--- config.mk ---
export PLATFORM = sky130hd
export DESIGN_NAME = fault_supervisor
export DESIGN_NICKNAME = d
export VERILOG_FILES = /design/src/rtl/fsup_pkg.sv /design/src/rtl/fsup_event_qual.sv /design/src/rtl/fsup_fault_window.sv /design/src/rtl/fsup_shutdown_latch.sv /design/src/rtl/fault_supervisor.sv
export SDC_FILE = /design/constraint.sdc
export NUM_CORES = 1
export LEC_CHECK = 0
export CORE_MARGIN = 1
export CORE_UTILIZATION = 45
export CTS_BUF_LIST = sky130_fd_sc_hd__clkbuf_8
export DETAILED_ROUTE_END_ITERATION = 8
export PLACE_DENSITY = 0.69
export SLEW_MARGIN = 30
export SYNTH_ARGS = -nofsm -noshare
export SYNTH_HDL_FRONTEND = slang
export SYNTH_SLANG_ARGS = --single-unit
--- constraint.sdc ---
create_clock -name clk -period 4.31 [get_ports clk]
set_input_delay 0.6465 -clock clk [delete_from_list [all_inputs] [get_ports clk]]
set_output_delay 0.6465 -clock clk [all_outputs]
set_load 0.02 [all_outputs]
--- src/rtl/fsup_pkg.sv ---
// Shared types for the rail fault supervisor.
package fsup_pkg;

    // Reason the global shutdown latch was set; decides how it may be released.
    typedef enum logic [1:0] {
        CAUSE_NONE     = 2'd0,
        CAUSE_OVERVOLT = 2'd1,
        CAUSE_THERMAL  = 2'd2,
        CAUSE_LIMIT    = 2'd3
    } sd_cause_e;

endpackage

--- src/rtl/fsup_event_qual.sv ---
// Fault event qualifier.
// Turns raw comparator levels into single-cycle fault events, one per rail.
// An undervoltage edge counts only while its rail is enabled, out of
// soft-start and not already disabled. An overcurrent edge folds into the
// event of rail 0.
// Assumes the flags are already synchronous to clk.
module fsup_event_qual #(
    parameter int N_RAILS = 4
) (
    input  logic               clk,
    input  logic               rst_n,
    input  logic [N_RAILS-1:0] uv,
    input  logic [N_RAILS-1:0] rail_en,
    input  logic [N_RAILS-1:0] rail_ss,
    input  logic [N_RAILS-1:0] rail_dis,
    input  logic               oc_vddq,
    output logic [N_RAILS-1:0] rail_evt
);

    logic [N_RAILS-1:0] uv_q;
    logic               oc_q;
    logic               oc_evt;

    // Remember last cycle's flag levels for edge detection.
    always_ff @(posedge clk) begin
        if (!rst_n) begin
            uv_q <= '0;
            oc_q <= 1'b0;
        end else begin
            uv_q <= uv;
            oc_q <= oc_vddq;
        end
    end

    // Overcurrent edge on rail 0 while that rail is live.
    always_comb begin
        oc_evt = oc_vddq & ~oc_q & rail_en[0] & ~rail_dis[0];
    end

    for (genvar g = 0; g < N_RAILS; g++) begin : g_rail
        logic armed;
        assign armed = rail_en[g] & ~rail_ss[g] & ~rail_dis[g];
        if (g == 0) begin : g_main
            assign rail_evt[g] = (uv[g] & ~uv_q[g] & armed) | oc_evt;
        end else begin : g_other
            assign rail_evt[g] = uv[g] & ~uv_q[g] & armed;
        end
    end

endmodule

--- src/rtl/fsup_fault_window.sv ---
// Fault counter with forgiveness window.
// Adds the number of events in a cycle to a saturating count. A window
// counter advances on tick while the count is non-zero and restarts on
// every event. When it completes WINDOW_TICKS ticks the count clears.
// limit_hit flags the cycle in which the count reaches the active limit.
// Assumes clear has priority over everything, and that freeze holds all state.
module fsup_fault_window #(
    parameter int N_RAILS      = 4,
    parameter int WINDOW_TICKS = 16384,
    parameter int COLD_LIMIT   = 4,
    parameter int WARM_LIMIT   = 5,
    localparam int CNT_W       = $clog2(WARM_LIMIT + 1)
) (
    input  logic               clk,
    input  logic               rst_n,
    input  logic               tick,
    input  logic               clear,
    input  logic               freeze,
    input  logic               cold_start,
    input  logic [N_RAILS-1:0] evt,
    output logic [CNT_W-1:0]   fault_cnt,
    output logic               limit_hit
);

    localparam int WIN_W = $clog2(WINDOW_TICKS);
    localparam int EVT_W = $clog2(N_RAILS + 1);
    localparam int SUM_W = ((CNT_W > EVT_W) ? CNT_W : EVT_W) + 1;

    logic [WIN_W-1:0] win_cnt;
    logic [EVT_W-1:0] n_evt;
    logic [SUM_W-1:0] sum;
    logic [SUM_W-1:0] limit;
    logic [CNT_W-1:0] cnt_sat;
    logic             win_last;

    // Count the events present this cycle.
    always_comb begin
        n_evt = '0;
        for (int i = 0; i < N_RAILS; i++) begin
            n_evt = n_evt + EVT_W'(evt[i]);
        end
    end

    // Saturating next count and limit comparison.
    always_comb begin
        sum       = SUM_W'(fault_cnt) + SUM_W'(n_evt);
        cnt_sat   = (sum > SUM_W'(WARM_LIMIT)) ? CNT_W'(WARM_LIMIT) : sum[CNT_W-1:0];
        limit     = cold_start ? SUM_W'(COLD_LIMIT) : SUM_W'(WARM_LIMIT);
        limit_hit = !clear && !freeze && (n_evt != '0) && (sum >= limit);
        win_last  = (win_cnt == WIN_W'(WINDOW_TICKS - 1));
    end

    // Count and window state.
    always_ff @(posedge clk) begin
        if (!rst_n || clear) begin
            fault_cnt <= '0;
            win_cnt   <= '0;
        end else if (!freeze) begin
            if (n_evt != '0) begin
                fault_cnt <= cnt_sat;
                win_cnt   <= '0;
            end else if (tick && (fault_cnt != '0)) begin
                if (win_last) begin
                    fault_cnt <= '0;
                    win_cnt   <= '0;
                end else begin
                    win_cnt <= win_cnt + 1'b1;
                end
            end
        end
    end

endmodule

--- src/rtl/fsup_shutdown_latch.sv ---
// Global shutdown latch.
// Set by overvoltage, over-temperature or the count limit. Released by a
// deepest-sleep rising edge, and for a thermal cause only if the cool flag
// is high at that edge. Any set condition outranks release.
module fsup_shutdown_latch
    import fsup_pkg::*;
(
    input  logic clk,
    input  logic rst_n,
    input  logic ov_any,
    input  logic ot_hot,
    input  logic ot_cool,
    input  logic limit_hit,
    input  logic s5_rise,
    output logic shutdown
);

    sd_cause_e cause;

    // Latch state and the cause that governs its release.
    always_ff @(posedge clk) begin
        if (!rst_n) begin
            shutdown <= 1'b0;
            cause    <= CAUSE_NONE;
        end else if (ot_hot) begin
            shutdown <= 1'b1;
            cause    <= CAUSE_THERMAL;
        end else if (ov_any) begin
            shutdown <= 1'b1;
            if (cause != CAUSE_THERMAL) begin
                cause <= CAUSE_OVERVOLT;
            end
        end else if (limit_hit) begin
            shutdown <= 1'b1;
            cause    <= CAUSE_LIMIT;
        end else if (s5_rise && shutdown && ((cause != CAUSE_THERMAL) || ot_cool)) begin
            shutdown <= 1'b0;
            cause    <= CAUSE_NONE;
        end
    end

endmodule

--- src/rtl/fault_supervisor.sv ---
// Power-rail fault supervisor, top level.
// Qualifies fault flags into events and holds one disable bit per rail. It
// feeds the count and window and drives the shutdown latch. A rising edge
// on s5_n clears the count and the disables and may release the latch.
// Assumes all inputs are synchronous to clk and tick is a one-cycle enable.
module fault_supervisor #(
    parameter int N_RAILS      = 4,
    parameter int WINDOW_TICKS = 16384,
    parameter int COLD_LIMIT   = 4,
    parameter int WARM_LIMIT   = 5,
    localparam int CNT_W       = $clog2(WARM_LIMIT + 1)
) (
    input  logic               clk,
    input  logic               rst_n,
    input  logic               tick,
    input  logic               s5_n,
    input  logic               cold_start,
    input  logic [N_RAILS-1:0] rail_en,
    input  logic [N_RAILS-1:0] rail_ss,
    input  logic [N_RAILS-1:0] uv,
    input  logic               oc_vddq,
    input  logic               ov_vddq,
    input  logic               ov_term,
    input  logic               ot_hot,
    input  logic               ot_cool,
    input  logic [N_RAILS-1:0] retry_start,
    output logic [N_RAILS-1:0] rail_dis,
    output logic               shutdown,
    output logic [CNT_W-1:0]   fault_cnt
);

    logic               s5_q;
    logic               s5_rise;
    logic [N_RAILS-1:0] rail_evt;
    logic [N_RAILS-1:0] evt_live;
    logic               limit_hit;

    // Track the sleep input for rising-edge detection; held high in reset.
    always_ff @(posedge clk) begin
        if (!rst_n) begin
            s5_q <= 1'b1;
        end else begin
            s5_q <= s5_n;
        end
    end

    // Sleep release edge, and events gated by the shutdown latch.
    always_comb begin
        s5_rise  = s5_n & ~s5_q;
        evt_live = rail_evt & ~{N_RAILS{shutdown}};
    end

    fsup_event_qual #(
        .N_RAILS (N_RAILS)
    ) u_qual (
        .clk      (clk),
        .rst_n    (rst_n),
        .uv       (uv),
        .rail_en  (rail_en),
        .rail_ss  (rail_ss),
        .rail_dis (rail_dis),
        .oc_vddq  (oc_vddq),
        .rail_evt (rail_evt)
    );

    fsup_fault_window #(
        .N_RAILS      (N_RAILS),
        .WINDOW_TICKS (WINDOW_TICKS),
        .COLD_LIMIT   (COLD_LIMIT),
        .WARM_LIMIT   (WARM_LIMIT)
    ) u_window (
        .clk        (clk),
        .rst_n      (rst_n),
        .tick       (tick),
        .clear      (s5_rise),
        .freeze     (shutdown),
        .cold_start (cold_start),
        .evt        (evt_live),
        .fault_cnt  (fault_cnt),
        .limit_hit  (limit_hit)
    );

    fsup_shutdown_latch u_latch (
        .clk       (clk),
        .rst_n     (rst_n),
        .ov_any    (ov_vddq | ov_term),
        .ot_hot    (ot_hot),
        .ot_cool   (ot_cool),
        .limit_hit (limit_hit),
        .s5_rise   (s5_rise),
        .shutdown  (shutdown)
    );

    for (genvar g = 0; g < N_RAILS; g++) begin : g_dis
        // Per-rail disable: sleep release clears, a fault sets, a retry clears.
        always_ff @(posedge clk) begin
            if (!rst_n || s5_rise) begin
                rail_dis[g] <= 1'b0;
            end else if (evt_live[g]) begin
                rail_dis[g] <= 1'b1;
            end else if (retry_start[g]) begin
                rail_dis[g] <= 1'b0;
            end
        end
    end

endmodule

=== After elaboration in Yosys (flattened, before gate mapping) ===
Index checks and enable logic that the tools add are counted.

* Bits in registers: 30
* Input bits: 26
* RAM bits: 0
* Word-level logic and storage cells: 114
* Bits in latches: 0
* Memories kept: 0
* Bits in read-only memories: 0

* Reductions and logical operators: 26
* Shift operators: 0
* Muxes and demuxes: 25
* $add $sub $neg: 5
* Bitwise gates (word level): 40
* Order comparisons: 2
* Multiply operators: 0
* Equal/unequal tests: 4
* Div/mod/pow operators: 0

{| class="wikitable"
|+ Operator list
! kind !! number
|-
| $mux 14 || 3
|-
| $and 1x1->1 || 20
|-
| $not 1->1 || 16
|-
| $add 14x1->14 const B || 1
|-
| $eq 14x14->1 const B || 1
|-
| $mux 1 || 13
|-
| $mux 3 || 4
|-
| $reduce_bool 2->1 || 6
|-
| $mux 2 || 5
|-
| $reduce_bool 3->1 || 3
|-
| $add 3x1->3 || 2
|-
| $logic_and 1x1->1 || 6
|-
| $reduce_and 2->1 || 3
|-
| $add 3x3->4 || 1
|-
| $and 4x4->4 || 1
|-
| $ge 4x4->1 || 1
|-
| $gt 4x3->1 const B || 1
|-
| $ne 2x2->1 const B || 2
|-
| $not 4->4 || 1
|-
| $reduce_bool 4->1 || 1
|-
| $logic_not 1->1 || 3
|-
| $ne 3x3->1 const B || 1
|-
| $reduce_and 3->1 || 1
|-
| $add 1x1->2 || 1
|-
| 3 further kinds || 5
|}

=== Longest topological paths before layout ===
* Depth after elaboration: 15
* Gate-level depth with buffers: 15

=== By module ===
Synthesis repeated with hierarchy kept, for this count alone.

* Cells, all modules: 184
* Area, all modules: 1701.6 um^2

{| class="wikitable"
|+ By module, submodules not included
! module !! sequential area each (um^2) !! cells each !! instances !! area an instance (um^2)
|-
| fsup_fault_window || 340.3 || 123 || 1 || 1067.3
|-
| fault_supervisor || 100.1 || 25 || 1 || 275.3
|-
| fsup_event_qual || 100.1 || 20 || 1 || 198.9
|-
| fsup_shutdown_latch || 60.1 || 16 || 1 || 160.2
|}

=== Worst setup path before layout ===
No wires, ideal clock.

* Path type: input port to flip-flop
* From: in rail_ss[0]
* To: reg u_latch.cause[0]
* Data arrival time: 3.413 ns
* Path slack: 0.782 ns
* Cell stages on the path: 15
* Buffers on the path: 0
* Cell sequence: nor3b_1 a21oi_1 nor4b_1 ha_1 inv_1 fa_1 inv_1 ha_1 inv_1 fa_1 xor2_1 a31oi_1 o311a_1 nand2_1 a2111oi_0

* Longest elaborated chain between the ends: 14
* Elaborated cells on any way between the ends: 18
* Those cells by class: add/sub (4); order compare (1); mux (2); bitwise (6); reduce/logical (5)

{| class="wikitable"
|+ RTL lines
! item !! line !! text
|-
| start, declared || fault_supervisor.sv:19 || <nowiki>input logic [N_RAILS-1:0] rail_ss,</nowiki>
|-
| $not 1->1 (*) || fsup_event_qual.sv:42 || <nowiki>assign armed = rail_en[g] & ~rail_ss[g] & ~rail_dis[g];</nowiki>
|-
| $and 1x1->1 (*) (2 in series) || fsup_event_qual.sv:42 ||
|-
| $and 1x1->1 (*) || fsup_event_qual.sv:44 || <nowiki>assign rail_evt[g] = (uv[g] & ~uv_q[g] & armed) | oc_evt;</nowiki>
|-
| $or 1x1->1 (*) || fsup_event_qual.sv:44 ||
|-
| $and 4x4->4 (*) || fault_supervisor.sv:50 || <nowiki>evt_live = rail_evt & ~{N_RAILS{shutdown}};</nowiki>
|-
| named net evt_live[0] || fault_supervisor.sv:35 || <nowiki>logic [N_RAILS-1:0] evt_live;</nowiki>
|-
| $add 1x1->2 (*) || fsup_fault_window.sv:40 || <nowiki>n_evt = n_evt + EVT_W'(evt[i]);</nowiki>
|-
| $add 3x1->3 (*) (2 in series) || fsup_fault_window.sv:40 ||
|-
| $add 3x3->4 or $reduce_bool 3->1 (tied branches) || fsup_fault_window.sv:46, fsup_fault_window.sv:49 ||
|-
| $ge 4x4->1 or $logic_and 1x1->1 (tied branches) || fsup_fault_window.sv:49 || <nowiki>limit_hit = !clear && !freeze && (n_evt != '0) && (sum >= limit);</nowiki>
|-
| $logic_and 1x1->1 (*) || fsup_fault_window.sv:49 ||
|-
| $reduce_bool 3->1 (no line) or $mux 2 (tied branches) || - ||
|-
| $reduce_and 2->1 (no line) or $mux 2 (tied branches) || - ||
|-
| end signal, assigned || fsup_shutdown_latch.sv:24 || <nowiki>cause <= CAUSE_NONE;</nowiki>
|-
| end signal, assigned || fsup_shutdown_latch.sv:27 || <nowiki>cause <= CAUSE_THERMAL;</nowiki>
|-
| end signal, assigned || fsup_shutdown_latch.sv:31 || <nowiki>cause <= CAUSE_OVERVOLT;</nowiki>
|-
| end, declared || fsup_shutdown_latch.sv:18 || <nowiki>sd_cause_e cause;</nowiki>
|}

Mark *: on every way through the listed nets, which the timed path passes. The rest lies on a longest branch.
A chain may end at the register's enable or synchronous reset.

=== Worst setup path after layout ===
* From: in uv[0]
* To: reg u_latch.cause[0]

* Longest elaborated chain between the ends: 12
* Elaborated cells on any way between the ends: 16
* Those cells by class: add/sub (4); order compare (1); mux (2); bitwise (4); reduce/logical (5)

{| class="wikitable"
|+ RTL lines
! item !! line !! text
|-
| start, declared || fault_supervisor.sv:20 || <nowiki>input logic [N_RAILS-1:0] uv,</nowiki>
|-
| $and 1x1->1 (*) (2 in series) || fsup_event_qual.sv:44 ||
|-
| $or 1x1->1 (*) || fsup_event_qual.sv:44 ||
|-
| $and 4x4->4 (*) || fault_supervisor.sv:50 ||
|-
| named net evt_live[0] || fault_supervisor.sv:35 ||
|-
| $add 1x1->2 (*) || fsup_fault_window.sv:40 ||
|-
| $add 3x1->3 (*) (2 in series) || fsup_fault_window.sv:40 ||
|-
| $add 3x3->4 or $reduce_bool 3->1 (tied branches) || fsup_fault_window.sv:46, fsup_fault_window.sv:49 ||
|-
| $ge 4x4->1 or $logic_and 1x1->1 (tied branches) || fsup_fault_window.sv:49 ||
|-
| $logic_and 1x1->1 (*) || fsup_fault_window.sv:49 ||
|-
| $reduce_bool 3->1 (no line) or $mux 2 (tied branches) || - ||
|-
| $reduce_and 2->1 (no line) or $mux 2 (tied branches) || - ||
|}

Marked as above.

==> results.md <==
- Status: finished, final reports clean
- Router iterations before antenna repair: 4
- Layout area overhead: 33.23%
- FFs w/ async S/R, synth: 0%
- Hold_sp: u_window.win_cnt[13]$_SDFFE_PP0P_
- HP Class: register to register
- Switching portion of total power: 21.08%
- Sequential Power Share: 39.9%
- Req. time, crit path: 4.48 ns
- CTS H-tree lvls: 2
- Slew @ Worst Pin: 0.5435 ns
- RSZ-0062 raised after global routing: no
- Clock Latency Late Sink: 0.29 ns
- Core ar.: 3337 um^2
- Post-DP HPWL: 2704 um
- Clock skew: 0.004369 ns
- Vias post-DR: 1398
- Min-Delay Endpoint: u_window.win_cnt[13]$_SDFFE_PP0P_
- Number of flops mapped to enable cells by yosys: 0
- Worst R2R Setup Slack: 0.89 ns
- Root buffer cell: clkbuf_8
- Setup CP Type: input pin to register
- First-pass GRT wire length: 5754 um
- Average routed wire per standard cell: 13.55 um
- DRC errors left: 0
- CTS tree: yes
- Ys Warns: 0
- DR iter-0 viols: 52
- Syn Nets: 211
- WP data arrival: 4.10 ns
- Power density cells: 347.9 nW/um^2
- Gp weighted congestion: 0.7779
- Post-cts hold buffer count: 0
- Clk network pwr share: 49.1%
- Combinational share of power: 11.0%
- Syn avg cell area: 8.901 um^2
- R2R depth: 13
- Final wirelength: 3524 um
- NetSw: 0.1531 mW
- Worst hold path stage count: 2
- Internal Dissipation: 0.5729 mW
- Mapped Cells: 176
- Fillers: 312
- IO buf count: 33
- Total I/O pin count: 34
- LEAKAGE: 0.8213 nW
- Max clock buf depth: 2
- Chip Width: 61 um
- Final Cycle Share: 91.01%
- Die area: 3721 um^2
- Final Max Tran Viols: 0
- Final Hold Viols: 0
- Finish-stage setup viols: 0
- Die Height: 61 um
- Cts bufs inserted: 5
- Sequential area share after synthesis: 38.34%
- CTS sink count: 30
- Detail Route Antenna Nets: 0
- Max IR drop VDD: 0.2208 mV
- Crit path max fanout: 3
- Post-DR vias/cell: 5.377
- GRT Util Overall: 21.29%
- Slew headroom: 63.52%
- Starting density of the core: 46.94%
- CP Launch Type: input pin
- Max-cap violation count: 0
- Final core occ: 62.54%
- Largest net degree at the start of global routing: 14
- Register clock-pin slew on the reported worst setup and hold paths: 0.06 ns
- Tmin final: 3.923 ns
- Nets: 248
- N_diodes: 0
- FP Rows: 21
- Fin Hold WS: 0.4805 ns
- Initial antenna violation count: 0
- Layout cell share with drive strength beyond 1: 8.879%
- Yosys cell types: 44
- Critical Path Sink Type: register
- Number of global-route vias before repair: 1360
- Mapped Area: 1567 um^2
- Worst r2r dst: u_latch.cause[0]$_SDFFE_PP0P_
- Congestion Overflow GR: 0
- Fmax: 254.9 MHz
- Prevailing post-synth register cell: dfxtp_1
- Yosys reg bits: 30
- RR Startpoint: u_latch.shutdown$_SDFFE_PN0P_
==> kinds of logic after synthesis <==
kind of cell | Yosys count | synth area share [%]
adders and majority gates | 9 | 8.147
xor gates and xnor gates | 13 | 7.268
and+or+nand+nor | 82 | 30.67
buffers and inverters | 19 | 5.111
AOI/OAI and AO/OA | 23 | 10.46
DFF | 30 | 38.34
==> how the worst max path moves through the flow <==
stage,start,end,slack (ns),cells after the start
floorplan,rail_ss[0],u_latch.cause[0]$_SDFFE_PP0P_,0.78,15
global placement,uv[0],u_latch.cause[0]$_SDFFE_PP0P_,0.15,16
detailed placement,uv[0],u_latch.cause[0]$_SDFFE_PP0P_,-0.003,16
CTS,uv[0],u_latch.cause[0]$_SDFFE_PP0P_,0.26,16
global route,uv[0],u_latch.cause[0]$_SDFFE_PP0P_,0.02,16
finish,uv[0],u_latch.cause[0]$_SDFFE_PP0P_,0.39,16
==> flip-flops by register name, indices dropped and copies added (netlist names) <==
name / flops
u_window.win_cnt: 14
rail_dis: 4
u_qual.uv_q: 4
u_window.fault_cnt: 3
u_latch.cause: 2
s5_q: 1
u_latch.shutdown: 1
u_qual.oc_q: 1
==> stage by stage <==
stage	setup TNS, ns	power, mW	area, um^2	setup slack (ns)	cells
3_3_place_gp	0	0.3713	1938	0.1477	252
3_5_place_dp	-0.002562	0.3746	1938	-0.002562	252
2_1_floorplan	0	0.3362	1567	0.7821	176
4_1_cts	0	0.7300	2081	0.2630	260
5_1_grt	0	0.7498	2087	0.02181	260
6_report	0	0.7260	2087	0.3875	260
==> layout make-up <==
cell class	count	area (um^2)	share of cell area, %
well taps	46	57.56	2.758
flip-flops and latches	30	600.6	28.78
inverters	15	56.30	2.698
clock inverters	2	60.06	2.878
repair buffers	34	337.8	16.19
clock buffers	6	82.58	3.957
multi-input cells	127	892.1	42.75
==> power groups by stage <==
stage	sequential, mW	clock, mW	combinational (mW)
after global routing	0.290	0.371	0.0884
after CTS	0.289	0.361	0.0798
final	0.290	0.357	0.0797
after detailed placement	0.295	0	0.0795
after global placement	0.295	0	0.0763
after floorplan	0.295	0	0.0412
==> routing by layer <==
layer  up-vias  global-route usage, %  wire (um)
li1        688                      -          -
met4         0                  10.06         53
met5         -                      0          0
met2        31                  38.30       1873
met1       673                  23.00       1461
met3         6                  5.970        136
==> Yosys cell counts (all sizes together), types with 4 or more instances <==
library cell,n,area [um^2]
a21oi,9,45.04
and2,8,50.05
dfxtp,30,600.6
ha,7,87.58
inv,15,56.30
nand2,8,30.03
nand2b,5,31.28
nand3,4,20.02
nand4,8,56.30
nor2,24,90.09
nor3,5,30.03
nor4b,5,43.79
o21ai,4,20.01
xor2,12,105.1
==> worst max-delay path, stage by stage <==
cell and delay, ns:
clkdlybuf4s50_1 0.47, nor3b_1 0.18, a21oi_1 0.08, nor4b_2 0.31, ha_1 0.29, inv_1 0.07
fa_1 0.43, inv_1 0.07, ha_1 0.15, inv_1 0.05, fa_1 0.41, xor2_1 0.17
a31oi_1 0.15, o311a_1 0.20, nand2_1 0.08, a2111oi_0 0.33
==> layout by cell type, fill, tap and decap left out, types with 3 or more instances in the layout <==
cell type / instances
xor2_1: 12
ha_1: 7
clkbuf_8: 6
nor4b_1: 4
dfxtp_1: 30
nand2b_1: 5
inv_1: 15
clkdlybuf4s50_1: 33
nand3_1: 4
nor2_1: 24
and2_1: 7
o21ai_0: 3
nand4_1: 7
nand2_1: 8
nor3_1: 4
a21oi_1: 9
==> what timing repair did <==
item	in CTS	in global routing
setup buffers	0	0
endpoints found under the setup margin	0	1
gates resized for setup	0	1
Power figures use the tool's default switching activity.
